## config.mk

```make
export PLATFORM = sky130hd
export DESIGN_NAME = uart_brk_rx
export DESIGN_NICKNAME = d
export VERILOG_FILES = /design/src/rtl/uart_brk_pkg.sv /design/src/rtl/uart_brk_sync.sv /design/src/rtl/uart_brk_flag.sv /design/src/rtl/uart_brk_framer.sv /design/src/rtl/uart_brk_rx.sv
export SDC_FILE = /design/constraint.sdc
export NUM_CORES = 1
export LEC_CHECK = 0
export BUFFER_PORTS_ARGS = -buffer_cell sky130_fd_sc_hd__buf_2
export CAP_MARGIN = 10
export CORE_MARGIN = 3
export CORE_UTILIZATION = 58
export DETAILED_ROUTE_END_ITERATION = 8
export PLACE_DENSITY = 0.82
export SYNTH_ARGS = -nofsm -noshare
export SYNTH_HDL_FRONTEND = slang
export SYNTH_SLANG_ARGS = --single-unit
```

## constraint.sdc

```tcl
create_clock -name clk -period 1.9 [get_ports clk]
set_input_delay 0.19 -clock clk [delete_from_list [all_inputs] [get_ports clk]]
set_output_delay 0.19 -clock clk [all_outputs]
set_load 0.05 [all_outputs]
```

## src/rtl/uart_brk_pkg.sv

```systemverilog
package uart_brk_pkg;
  typedef enum logic [2:0] {
    ST_IDLE,
    ST_START,
    ST_DATA,
    ST_PAR,
    ST_STOP,
    ST_BRK
  } rx_state_t;
endpackage

```

## src/rtl/uart_brk_sync.sv

```systemverilog
module uart_brk_sync #(
  parameter int STAGES = 2
) (
  input  logic clk,
  input  logic rst,
  input  logic din,
  output logic dout
);
  logic [STAGES-1:0] chain;

  always_ff @(posedge clk) begin
    if (rst) chain <= '1;
    else     chain <= {chain[STAGES-2:0], din};
  end

  assign dout = chain[STAGES-1];
endmodule

```

## src/rtl/uart_brk_flag.sv

```systemverilog
module uart_brk_flag (
  input  logic clk,
  input  logic rst,
  input  logic set_ev,
  input  logic clr,
  output logic flag
);
  always_ff @(posedge clk) begin
    if (rst)         flag <= 1'b0;
    else if (set_ev) flag <= 1'b1;
    else if (clr)    flag <= 1'b0;
  end
endmodule

```

## src/rtl/uart_brk_framer.sv

```systemverilog
module uart_brk_framer
  import uart_brk_pkg::*;
#(
  parameter int DATA_W        = 8,
  parameter int OSR           = 16,
  parameter int BRK_END_TICKS = 2
) (
  input  logic              clk,
  input  logic              rst,
  input  logic              tick,
  input  logic              rxd,
  input  logic              par_en,
  input  logic              par_odd,
  input  logic              sync_mode,
  output logic [DATA_W-1:0] rx_data,
  output logic              rx_valid,
  output logic              frame_err,
  output logic              par_err,
  output logic              brk_start,
  output logic              brk_end,
  output logic              in_brk
);
  localparam int CNT_W = $clog2(OSR);
  localparam int IDX_W = (DATA_W > 1) ? $clog2(DATA_W) : 1;
  localparam int HI_W  = $clog2(BRK_END_TICKS + 1);
  localparam logic [CNT_W-1:0] MID    = CNT_W'(OSR / 2);
  localparam logic [CNT_W-1:0] VOTE_A = CNT_W'(OSR / 2 - 1);
  localparam logic [CNT_W-1:0] VOTE_C = CNT_W'(OSR / 2 + 1);
  localparam logic [CNT_W-1:0] LAST   = CNT_W'(OSR - 1);
  localparam logic [IDX_W-1:0] LASTB  = IDX_W'(DATA_W - 1);
  localparam logic [HI_W-1:0]  HI_LIM = HI_W'(BRK_END_TICKS - 1);

  rx_state_t         state;
  logic [CNT_W-1:0]  cnt;
  logic [IDX_W-1:0]  bit_idx;
  logic [1:0]        votes;
  logic [DATA_W-1:0] shreg;
  logic              pbit;
  logic [HI_W-1:0]   hi_cnt;

  logic [1:0] vote_sum;
  logic       stop_now;
  logic       zero_frame;
  logic       par_bad;

  always_comb begin
    vote_sum   = votes + {1'b0, rxd};
    stop_now   = tick && (state == ST_STOP) && (cnt == MID);
    zero_frame = (shreg == '0) && !(par_en && pbit) && !rxd;
    par_bad    = par_en && (pbit != ((^shreg) ^ par_odd));
    brk_start  = stop_now && zero_frame;
    brk_end    = tick && (state == ST_BRK) && rxd &&
                 (sync_mode || (hi_cnt == HI_LIM));
    in_brk     = (state == ST_BRK);
  end

  always_ff @(posedge clk) begin
    if (rst) begin
      state     <= ST_IDLE;
      cnt       <= '0;
      bit_idx   <= '0;
      votes     <= '0;
      shreg     <= '0;
      pbit      <= 1'b0;
      hi_cnt    <= '0;
      rx_data   <= '0;
      rx_valid  <= 1'b0;
      frame_err <= 1'b0;
      par_err   <= 1'b0;
    end else begin
      rx_valid <= 1'b0;
      if (tick) begin
        unique case (state)
          ST_IDLE: begin
            if (!rxd) begin
              state <= ST_START;
              cnt   <= CNT_W'(1);
              votes <= '0;
            end
          end
          ST_START: begin
            if (cnt == VOTE_A || cnt == MID) votes <= vote_sum;
            if (cnt == VOTE_C && vote_sum >= 2'd2) begin
              state <= ST_IDLE;
              cnt   <= '0;
            end else if (cnt == LAST) begin
              state   <= ST_DATA;
              cnt     <= '0;
              bit_idx <= '0;
            end else begin
              cnt <= cnt + 1'b1;
            end
          end
          ST_DATA: begin
            if (cnt == MID) shreg <= {rxd, shreg[DATA_W-1:1]};
            if (cnt == LAST) begin
              cnt <= '0;
              if (bit_idx == LASTB) state <= par_en ? ST_PAR : ST_STOP;
              else                  bit_idx <= bit_idx + 1'b1;
            end else begin
              cnt <= cnt + 1'b1;
            end
          end
          ST_PAR: begin
            if (cnt == MID) pbit <= rxd;
            if (cnt == LAST) begin
              cnt   <= '0;
              state <= ST_STOP;
            end else begin
              cnt <= cnt + 1'b1;
            end
          end
          ST_STOP: begin
            if (cnt == MID) begin
              cnt <= '0;
              if (zero_frame) begin
                state     <= ST_BRK;
                hi_cnt    <= '0;
                frame_err <= 1'b0;
                par_err   <= 1'b0;
              end else begin
                state     <= ST_IDLE;
                rx_valid  <= 1'b1;
                rx_data   <= shreg;
                frame_err <= !rxd;
                par_err   <= par_bad;
              end
            end else begin
              cnt <= cnt + 1'b1;
            end
          end
          ST_BRK: begin
            if (brk_end) begin
              state  <= ST_IDLE;
              hi_cnt <= '0;
            end else if (rxd) begin
              hi_cnt <= hi_cnt + 1'b1;
            end else begin
              hi_cnt <= '0;
            end
          end
          default: state <= ST_IDLE;
        endcase
      end
    end
  end
endmodule

```

## src/rtl/uart_brk_rx.sv

```systemverilog
module uart_brk_rx #(
  parameter int DATA_W        = 8,
  parameter int OSR           = 16,
  parameter int SYNC_STAGES   = 2,
  parameter int BRK_END_TICKS = 2
) (
  input  logic              clk,
  input  logic              rst,
  input  logic              tick16,
  input  logic              rxd_in,
  input  logic              par_en,
  input  logic              par_odd,
  input  logic              sync_mode,
  input  logic              stat_clr,
  output logic [DATA_W-1:0] rx_data,
  output logic              rx_valid,
  output logic              frame_err,
  output logic              par_err,
  output logic              brk_flag
);
  logic rxd_s;
  logic brk_start;
  logic brk_end;
  logic brk_set;
  logic in_brk;

  uart_brk_sync #(.STAGES(SYNC_STAGES)) i_sync (
    .clk  (clk),
    .rst  (rst),
    .din  (rxd_in),
    .dout (rxd_s)
  );

  uart_brk_framer #(
    .DATA_W        (DATA_W),
    .OSR           (OSR),
    .BRK_END_TICKS (BRK_END_TICKS)
  ) i_framer (
    .clk       (clk),
    .rst       (rst),
    .tick      (tick16),
    .rxd       (rxd_s),
    .par_en    (par_en),
    .par_odd   (par_odd),
    .sync_mode (sync_mode),
    .rx_data   (rx_data),
    .rx_valid  (rx_valid),
    .frame_err (frame_err),
    .par_err   (par_err),
    .brk_start (brk_start),
    .brk_end   (brk_end),
    .in_brk    (in_brk)
  );

  assign brk_set = brk_start | brk_end;

  uart_brk_flag i_flag (
    .clk    (clk),
    .rst    (rst),
    .set_ev (brk_set),
    .clr    (stat_clr),
    .flag   (brk_flag)
  );
endmodule

```

==> results of run 1 <==
-- metrics by stage --
stage | cells | utilization (%) | hold WS (ns) | power, mW | area [um2]
5_1_grt | 293 | 72.4 | 0.0147 | 1.53 | 2300
6_report | 293 | 72.4 | 0.0349 | 1.46 | 2300
3_3_place_gp | 283 | 68.5 | 0.392 | 0.901 | 2180
4_1_cts | 291 | 71.3 | 0.0319 | 1.47 | 2260
3_5_place_dp | 283 | 68.5 | 0.393 | 0.900 | 2180
2_1_floorplan | 219 | - | 0.294 | 0.866 | 2000
-- how the worst min path moves through the flow --
stage,start,endpoint,slack (ns),cells past startpoint
after floorplan,rxd_in,i_sync.chain[0],0.29,1
after global placement,rxd_in,i_sync.chain[0],0.39,2
after detailed placement,rxd_in,i_sync.chain[0],0.39,2
after CTS,rxd_in,i_sync.chain[0],0.03,2
after global routing,rxd_in,i_sync.chain[0],0.01,2
final,rxd_in,i_sync.chain[0],0.03,2
-- kinds of logic after synthesis --
logic type	Yosys count	share of synthesized area, %
mux	20	9.99
flops	37	37.0
fa+ha+maj	11	6.87
simple gates	81	23.2
xor+xnor	6	2.62
compound gates	38	14.1
buf+inv	26	6.18
-- worst reg2reg max path, cell delays in order (launching register included) --
cell and delay, ns:
dfxtp_2 0.37, ha_2 0.21, nand3_1 0.14, a22oi_4 0.25
o31ai_4 0.13, or4_1 0.52, a21oi_1 0.13
-- what timing repair did --
item,4_1_cts,5_1_grt
buffers inserted,0,1
endpoints found under the setup margin,0,12
resized for setup,0,8
hold buffers,0,0
-- Yosys cell counts, types with 3 or more instances --
library cell  instances  area [um2]
nand3b_1              3        22.5
nand2b_1              3        18.8
clkbuf_1              4        15.0
buf_2                 3        15.0
mux2i_1              20         200
nor3b_2               3        37.5
inv_1                15        56.3
nand2_1              10        37.5
ha_1                 11         138
nor3_1                5        25.0
xnor2_1               5        43.8
nand4_1               3        18.8
nand3_1               7        35.0
dfxtp_1              37         741
a21oi_1              10        50.1
and2_1                3        18.8
o21ai_1               4        20.0
nor2_1               28         105
o21ai_0               5        25.0
-- power by group through the flow --
stage / Combinational, mW / Clock (mW) / Sequential [mW]
floorplan: 0.0620 / 0 / 0.804
global placement: 0.0943 / 0 / 0.806
detailed placement: 0.0935 / 0 / 0.806
CTS: 0.0942 / 0.587 / 0.789
global route: 0.107 / 0.635 / 0.792
finish: 0.0978 / 0.576 / 0.790
-- area by class of cell --
type | count | area, um2
clock buffer | 6 | 51.3
timing repair buffer | 32 | 193
fill | 257 | 878
tap | 44 | 55.1
clock inverter | 2 | 37.5
inverter | 15 | 56.3
multi-input combinational | 157 | 1160
sequential | 37 | 744
-- state kept, by name (all words and copies together), names as in the netlist --
signal	count
i_framer.shreg	8
i_sync.chain	2
i_framer.cnt	4
i_framer.hi_cnt	2
i_framer.pbit	1
i_framer.votes	2
i_framer.rx_data	8
i_framer.frame_err	1
i_framer.rx_valid	1
i_flag.flag	1
i_framer.state	3
i_framer.par_err	1
i_framer.bit_idx	3
-- routing by layer --
| layer | track usage (%) | vias up | part of all wire (%) |
|---|---|---|---|
| met5 | 0 | - | 0 |
| met4 | 6.33 | 0 | 0.84 |
| met3 | 6.24 | 4 | 4.6 |
| met2 | 31.5 | 36 | 46 |
| met1 | 28.3 | 774 | 49 |
| li1 | - | 823 | - |
==> impl_metrics.env, run 1 <==
export IMPL_slowest_stage="or4_1"
export IMPL_avgSynthCellArea_um2=9.15
export IMPL_worstSetupPathType="register to register"
export IMPL_drive_above_1_share_pct=24.9
export IMPL_wl_per_cell_um=13.8
export IMPL_ys_flop_type="dfxtp_1"
export IMPL_clock_path_buffers=2
export IMPL_antenna_found_initial=0
export IMPL_ys_warn_count=0
export IMPL_cts_root_buffer="clkbuf_4"
export IMPL_grt_pass1_wl_um=6760
export IMPL_p_sw_mw=0.332
export IMPL_cts_made_buffers=5
export IMPL_core_rowCount=20
export IMPL_syn_cell_area_mm2=0.00200
export IMPL_path_cells="ha_2 > nand3_1 > a22oi_4 > o31ai_4 > or4_1 > a21oi_1"
export IMPL_worst_slack_ns=0.0805
export IMPL_critPathBufInv=0
export IMPL_p_int_mw=1.13
export IMPL_chipHeight_um=64.8
export IMPL_synth_edff_count=0
export IMPL_ys_seq_area_share_pct=37.0
export IMPL_fin_crit_sh_pct=95.8
export IMPL_hold_class="input port to register"
export IMPL_end_kind="register"
export IMPL_p_sw_share_pct=22.7
export IMPL_die_area_mm2=0.00420
export IMPL_grt_max_degree=40
export IMPL_place_gp_congestion=0.855
export IMPL_pwr_share_clk_pct=39.3
export IMPL_max_freq_mhz=550
export IMPL_p_seq_share_pct=54.0
export IMPL_hold_viol_final=0
export IMPL_initial_utilization_pct=63.0
export IMPL_grt_ovfl_total=0
export IMPL_drtPass1Iterations=4
export IMPL_synth_seq_cells=37
export IMPL_syn_to_final_growth_pct=14.8
export IMPL_path_delay_family="simple AND/OR/NAND/NOR gates"
export IMPL_n_antenna_cell=0
export IMPL_vdd_ir_drop_max_uv=584
export IMPL_layout_commonest_cell="dfxtp_1"
export IMPL_layout_common_cells="34 x dfxtp_1, 28 x nor2_1, 20 x mux2i_1"
export IMPL_vias_per_cell=5.59
export IMPL_critPathLaunch="i_framer.cnt[0]"
export IMPL_clk_pin_slew_ns=0.11
export IMPL_netlist_instances=219
export IMPL_fin_nets=267
export IMPL_pre_cts_ws_ns=0.0298
export IMPL_core_area_mm2=0.00318
export IMPL_drt_total_wl_um=4050
export IMPL_clock_sinks=37
export IMPL_routed_via_count=1637
export IMPL_fin_tns_setup_ns=0
export IMPL_ys_types=50
export IMPL_drc=0
export IMPL_drv_slew=0
export IMPL_ios=20
export IMPL_fp_dieW_um=64.8
export IMPL_cp_max_fo=6
export IMPL_power_per_cell_area_mw_per_mm2=637
export IMPL_hpwlAfterDp_um=2720
export IMPL_reg2reg_to="i_framer.state[0]"
export IMPL_cp_data_required_time_ns=2.17
export IMPL_r2r_setup_slack_ns=0.08
export IMPL_grt_use_total_pct=20.8
export IMPL_reg2regPathDepth=6
export IMPL_h_tree_depth=2
export IMPL_period_minus_slack_ns=1.82
export IMPL_worst_ep_arrival_time_ns=2.09
export IMPL_finalClockSkew_ns=0.00529
export IMPL_start_kind="register"
export IMPL_grt_pass1_vias=1519
export IMPL_cts_tree="done"
export IMPL_syn_nets=238
export IMPL_clock_latency_ns=0.34
export IMPL_leakagePower_nw=0.864
export IMPL_setup_violations=0
export IMPL_cp_endpoint="i_framer.state[0]"
export IMPL_ant_nets=0
export IMPL_combPwrFrac_pct=6.7
export IMPL_maxCapViolCount=0
export IMPL_max_stage_delay_ns=0.52
export IMPL_synth_async_sr_flop_share_pct=0
export IMPL_cp_depth=6
export IMPL_status="finished, final reports clean"
export IMPL_rsz0062_at_grt="yes"
export IMPL_reg2reg_from="i_framer.cnt[0]"
export IMPL_tightest_slew_ns=0.677
export IMPL_port_buffers=19
export IMPL_slew_headroom_pct=54.8
export IMPL_drtIter0Drc=79
(Power assumes the default switching activity.)
==> run 2: changes to the inputs <==
--- a/config.mk
+++ b/config.mk
@@ -5,7 +5,7 @@
 export SDC_FILE = /design/constraint.sdc
 export NUM_CORES = 1
 export LEC_CHECK = 0
-export BUFFER_PORTS_ARGS = -buffer_cell sky130_fd_sc_hd__buf_2
+export BUFFER_PORTS_ARGS = -buffer_cell sky130_fd_sc_hd__buf_4
 export CAP_MARGIN = 10
 export CORE_MARGIN = 3
 export CORE_UTILIZATION = 58
==> run 2 against run 1 <==
- design area up 0.98%
- highest routed layer unchanged
- clock-buffer cell count down 1
- worst setup slack worse by 0.0045 ns
- sequential share of layout area down 0.31 points
- via count down 0.67%
- combinational power up 0.7%
- global-route usage up 1.2 points
- largest cell class unchanged
- flip-flop and latch count unchanged
==> impl_metrics.env, run 2 (same netlist as run 1, synthesis figures left out) <==
export IMPL_grt_ovfl_total=0
export IMPL_fin_nets=264
export IMPL_grt_pass1_vias=1523
export IMPL_cts_tree="done"
export IMPL_reg_top3="i_framer.rx_data x8, i_framer.shreg x8, i_framer.cnt x4"
export IMPL_vias_per_cell=5.63
export IMPL_cts_root_buffer="clkbuf_4"
export IMPL_hold_viol_final=0
export IMPL_antenna_found_initial=0
export IMPL_syn_to_final_growth_pct=15.9
export IMPL_cp_max_fo=10
export IMPL_tightest_slew_ns=0.410
export IMPL_finalClockSkew_ns=0.00267
export IMPL_setup_violations=0
export IMPL_chipHeight_um=64.8
export IMPL_clock_latency_ns=0.35
export IMPL_h_tree_depth=2
export IMPL_cts_hold_buf=0
export IMPL_power_per_cell_area_mw_per_mm2=610
export IMPL_end_kind="register"
export IMPL_core_area_mm2=0.00318
export IMPL_initial_utilization_pct=63.0
export IMPL_drtIter0Drc=76
export IMPL_status="finished, final reports clean"
export IMPL_period_minus_slack_ns=1.82
export IMPL_fin_crit_sh_pct=96.0
export IMPL_rsz0062_at_grt="yes"
export IMPL_port_buffers=19
export IMPL_dpl_cell_count=281
export IMPL_core_rowCount=20
export IMPL_grt_pass1_wl_um=7160
export IMPL_maxCapViolCount=0
export IMPL_hpwlAfterDp_um=2860
export IMPL_worst_ep_arrival_time_ns=2.11
export IMPL_drv_slew=0
export IMPL_clock_sinks=37
export IMPL_leakagePower_nw=0.855
export IMPL_cts_made_buffers=5
export IMPL_wl_per_cell_um=14.0
export IMPL_drive_above_1_share_pct=23.7
export IMPL_drc=0
export IMPL_max_freq_mhz=548
export IMPL_start_kind="register"
export IMPL_fp_dieW_um=64.8
export IMPL_fin_cells=289
export IMPL_layout_common_cells="34 x dfxtp_1, 29 x buf_4, 28 x nor2_1"
export IMPL_clock_path_buffers=2
export IMPL_ios=20
export IMPL_grt_use_total_pct=22.0
export IMPL_routed_via_count=1626
export IMPL_hold_class="input port to register"
export IMPL_drtPass1Iterations=4
export IMPL_clk_pin_slew_ns=0.11
export IMPL_die_area_mm2=0.00420
export IMPL_worstSetupPathType="register to register"
export IMPL_grt_max_degree=40
export IMPL_place_gp_congestion=0.826
export IMPL_vdd_ir_drop_max_uv=483
export IMPL_n_antenna_cell=0
export IMPL_ant_nets=0
export IMPL_layout_commonest_cell="dfxtp_1"
export IMPL_final_util_pct=73.1
export IMPL_slew_headroom_pct=72.7
export IMPL_cp_data_required_time_ns=2.18
export IMPL_drt_total_wl_um=4050
run 2: layer usage:
metal	track usage, %	share of wire (%)	routed length, um
met5	0	0	0
met4	8.18	1.5	61
met2	34.0	46	1860
met3	6.07	5.0	201
met1	29.2	47	1920
run 2: timing repair:
| item | in CTS | in global routing |
|---|---|---|
| setup buffers | 0 | 1 |
| setup endpoints to repair | 0 | 13 |
| gates resized for setup | 0 | 8 |
run 2: layout make-up:
| class | instances | area (um2) |
|---|---|---|
| multi-input combinational | 156 | 1160 |
| fill | 261 | 856 |
| sequential | 37 | 744 |
| timing repair buffer | 30 | 238 |
| inverter | 15 | 56.3 |
| tap | 44 | 55.1 |
| clock buffer | 5 | 37.5 |
| clock inverter | 2 | 35.0 |
run 2: stage by stage:
step | total power, mW | hold WS [ns] | instance area, um2 | setup TNS [ns] | setup slack [ns]
5_1_grt | 1.46 | 0.0147 | 2320 | -0.245 | -0.0387
3_3_place_gp | 0.899 | 0.386 | 2220 | 0 | 0.116
6_report | 1.42 | 0.0260 | 2320 | 0 | 0.0760
3_5_place_dp | 0.901 | 0.395 | 2220 | 0 | 0.0317
2_1_floorplan | 0.866 | 0.294 | 2000 | 0 | 0.190
4_1_cts | 1.42 | 0.0215 | 2290 | 0 | 0.0217
run 2: worst paths after layout:
check / startpoint / endpoint / slack [ns] / cells after the start
min: rxd_in / i_sync.chain[0] / 0.03 / 2
max: i_framer.cnt[0] / i_framer.state[0] / 0.08 / 6
max reg2reg: i_framer.cnt[0] / i_framer.state[0] / 0.08 / 6
min reg2reg: i_sync.chain[0] / i_sync.chain[1] / 0.42 / 1
run 2: report_power, final:
group          switching, mW  leakage, nW  total, mW  internal [mW]
clock                  0.260       0.0410      0.527          0.268
combinational         0.0586        0.514     0.0985         0.0399
sequential           0.00872        0.300      0.790          0.782
run 2: worst max-delay path, cell delays in order, from the launching register on:
cell	delay, ns
dfxtp_2	0.38
ha_2	0.22
nand3_1	0.13
a22oi_4	0.24
o31ai_4	0.14
or4_1	0.51
a21oi_1	0.13
==> run 3: changes to the inputs <==
--- a/config.mk
+++ b/config.mk
@@ -10,6 +10,7 @@
 export CORE_MARGIN = 3
 export CORE_UTILIZATION = 58
 export DETAILED_ROUTE_END_ITERATION = 8
+export MAX_ROUTING_LAYER = met4
 export PLACE_DENSITY = 0.82
 export SYNTH_ARGS = -nofsm -noshare
 export SYNTH_HDL_FRONTEND = slang
==> run 3 against run 2 <==
- die area did not move
- critical endpoint unchanged
- global-route usage grew 0.52 points
- worst hold slack gained 0.00061 ns
- wire length is 1.1% lower
- core utilization unchanged
==> impl_metrics.env, run 3 (same netlist as run 1, synthesis figures left out) <==
export IMPL_tightest_slew_ns=0.405
export IMPL_chipHeight_um=64.8
export IMPL_worst_ep_arrival_time_ns=2.10
export IMPL_hpwlAfterDp_um=2860
export IMPL_clock_sinks=37
export IMPL_ant_nets=0
export IMPL_layout_common_cells="34 x dfxtp_1, 29 x buf_4, 28 x nor2_1"
export IMPL_wl_met1_um=1900
export IMPL_n_antenna_cell=0
export IMPL_reg_top3="i_framer.rx_data x8, i_framer.shreg x8, i_framer.cnt x4"
export IMPL_clock_latency_ns=0.35
export IMPL_place_gp_congestion=0.838
export IMPL_die_area_mm2=0.00420
export IMPL_drive_above_1_share_pct=23.7
export IMPL_multi_input_area_mm2=0.00116
export IMPL_fp_dieW_um=64.8
export IMPL_grt_use_total_pct=22.6
export IMPL_slew_headroom_pct=73.0
export IMPL_start_kind="register"
export IMPL_setup_violations=0
export IMPL_pre_cts_ws_ns=0.0317
export IMPL_vdd_ir_drop_max_uv=486
export IMPL_fillers=261
export IMPL_dr_wl_met3_um=210
export IMPL_drv_slew=0
export IMPL_initial_utilization_pct=63.0
export IMPL_ios=20
export IMPL_cts_made_buffers=5
export IMPL_clock_path_buffers=2
export IMPL_seq_area_um2=744
export IMPL_reg2regPathDepth=6
export IMPL_finalClockSkew_ns=0.00406
export IMPL_period_minus_slack_ns=1.82
export IMPL_grt_pass1_vias=1523
export IMPL_routed_via_count=1605
export IMPL_drtPass1Iterations=4
export IMPL_dpl_cell_count=281
export IMPL_cp_max_fo=10
export IMPL_cts_root_buffer="clkbuf_4"
export IMPL_cts_hold_buf=0
export IMPL_antenna_found_initial=0
export IMPL_drt_total_wl_um=4010
export IMPL_worst_slack_ns=0.0798
export IMPL_grt_max_degree=40
export IMPL_cts_tree="done"
export IMPL_end_kind="register"
export IMPL_fin_crit_sh_pct=95.8
export IMPL_maxCapViolCount=0
export IMPL_r2r_setup_slack_ns=0.08
export IMPL_port_buffers=19
export IMPL_fin_cells=289
export IMPL_hold_class="input port to register"
export IMPL_clk_pin_slew_ns=0.11
export IMPL_h_tree_depth=2
export IMPL_grt_pass1_wl_um=7140
export IMPL_leakagePower_nw=0.855
export IMPL_worstSetupPathType="register to register"
export IMPL_drtIter0Drc=83
export IMPL_max_freq_mhz=549
export IMPL_rsz0062_at_grt="yes"
export IMPL_vias_per_cell=5.55
export IMPL_hold_viol_final=0
export IMPL_fin_tns_setup_ns=0
export IMPL_min_path_cells=2
export IMPL_top_layer_used="met4"
export IMPL_grt_ovfl_total=0
export IMPL_core_area_mm2=0.00318
export IMPL_core_rowCount=20
export IMPL_wl_per_cell_um=13.9
export IMPL_fin_nets=264
export IMPL_power_per_cell_area_mw_per_mm2=610
export IMPL_cp_data_required_time_ns=2.18
export IMPL_status="finished, final reports clean"
export IMPL_wl_met2_um=1830
export IMPL_syn_to_final_growth_pct=15.9
export IMPL_drc=0
export IMPL_layout_commonest_cell="dfxtp_1"
run 3: cell counts in the layout (fill, tap and decap cells not counted):
Identical to the previous run, type by type.
run 3: critical path, stage by stage, from the launching register on:
cell and delay (ns):
dfxtp_2 0.38, ha_2 0.22, nand3_1 0.13, a22oi_4 0.24
o31ai_4 0.14, or4_1 0.51, a21oi_1 0.13
run 3: timing repair:
| action | 4_1_cts | 5_1_grt |
|---|---|---|
| hold endpoints to repair | 0 | 0 |
| setup endpoints to repair | 0 | 13 |
| gates resized for setup | 0 | 8 |
| setup buffers | 0 | 1 |
run 3: through the flow:
stage,area [um2],utilization (%),hold slack [ns],total power [mW]
after CTS,2290,72.2,0.0215,1.42
final,2320,73.1,0.0266,1.42
after floorplan,2000,-,0.294,0.866
after global placement,2220,69.9,0.386,0.899
after detailed placement,2220,69.9,0.395,0.901
after global routing,2320,73.1,0.0147,1.46
run 3: per-layer routing:
metal,vias to the layer above,global-route usage [%]
met4,0,8.18
met3,7,5.89
met1,735,29.1
met2,41,34.0
met5,-,-
li1,822,-
run 3: report_power, final:
group / switching (mW) / total (mW) / internal [mW]
Sequential: 0.00866 / 0.790 / 0.782
Combinational: 0.0579 / 0.0978 / 0.0399
Clock: 0.260 / 0.528 / 0.268
Total: 0.326 / 1.42 / 1.09
run 3: final cells by class:
type	count	area share, %
flip-flops and latches	37	32.1
well taps	44	2.37
multi-input cells	156	49.8
repair buffers	30	10.2
clock inverters	2	1.51
inverters	15	2.42
clock buffers	5	1.62
run 3: path summary, 6_finish.rpt:
check	start	end
worst max register to register	i_framer.cnt[0]	i_framer.state[0]
worst min register to register	i_sync.chain[0]	i_sync.chain[1]
worst max-delay path	i_framer.cnt[0]	i_framer.state[0]
worst min-delay path	rxd_in	i_sync.chain[0]
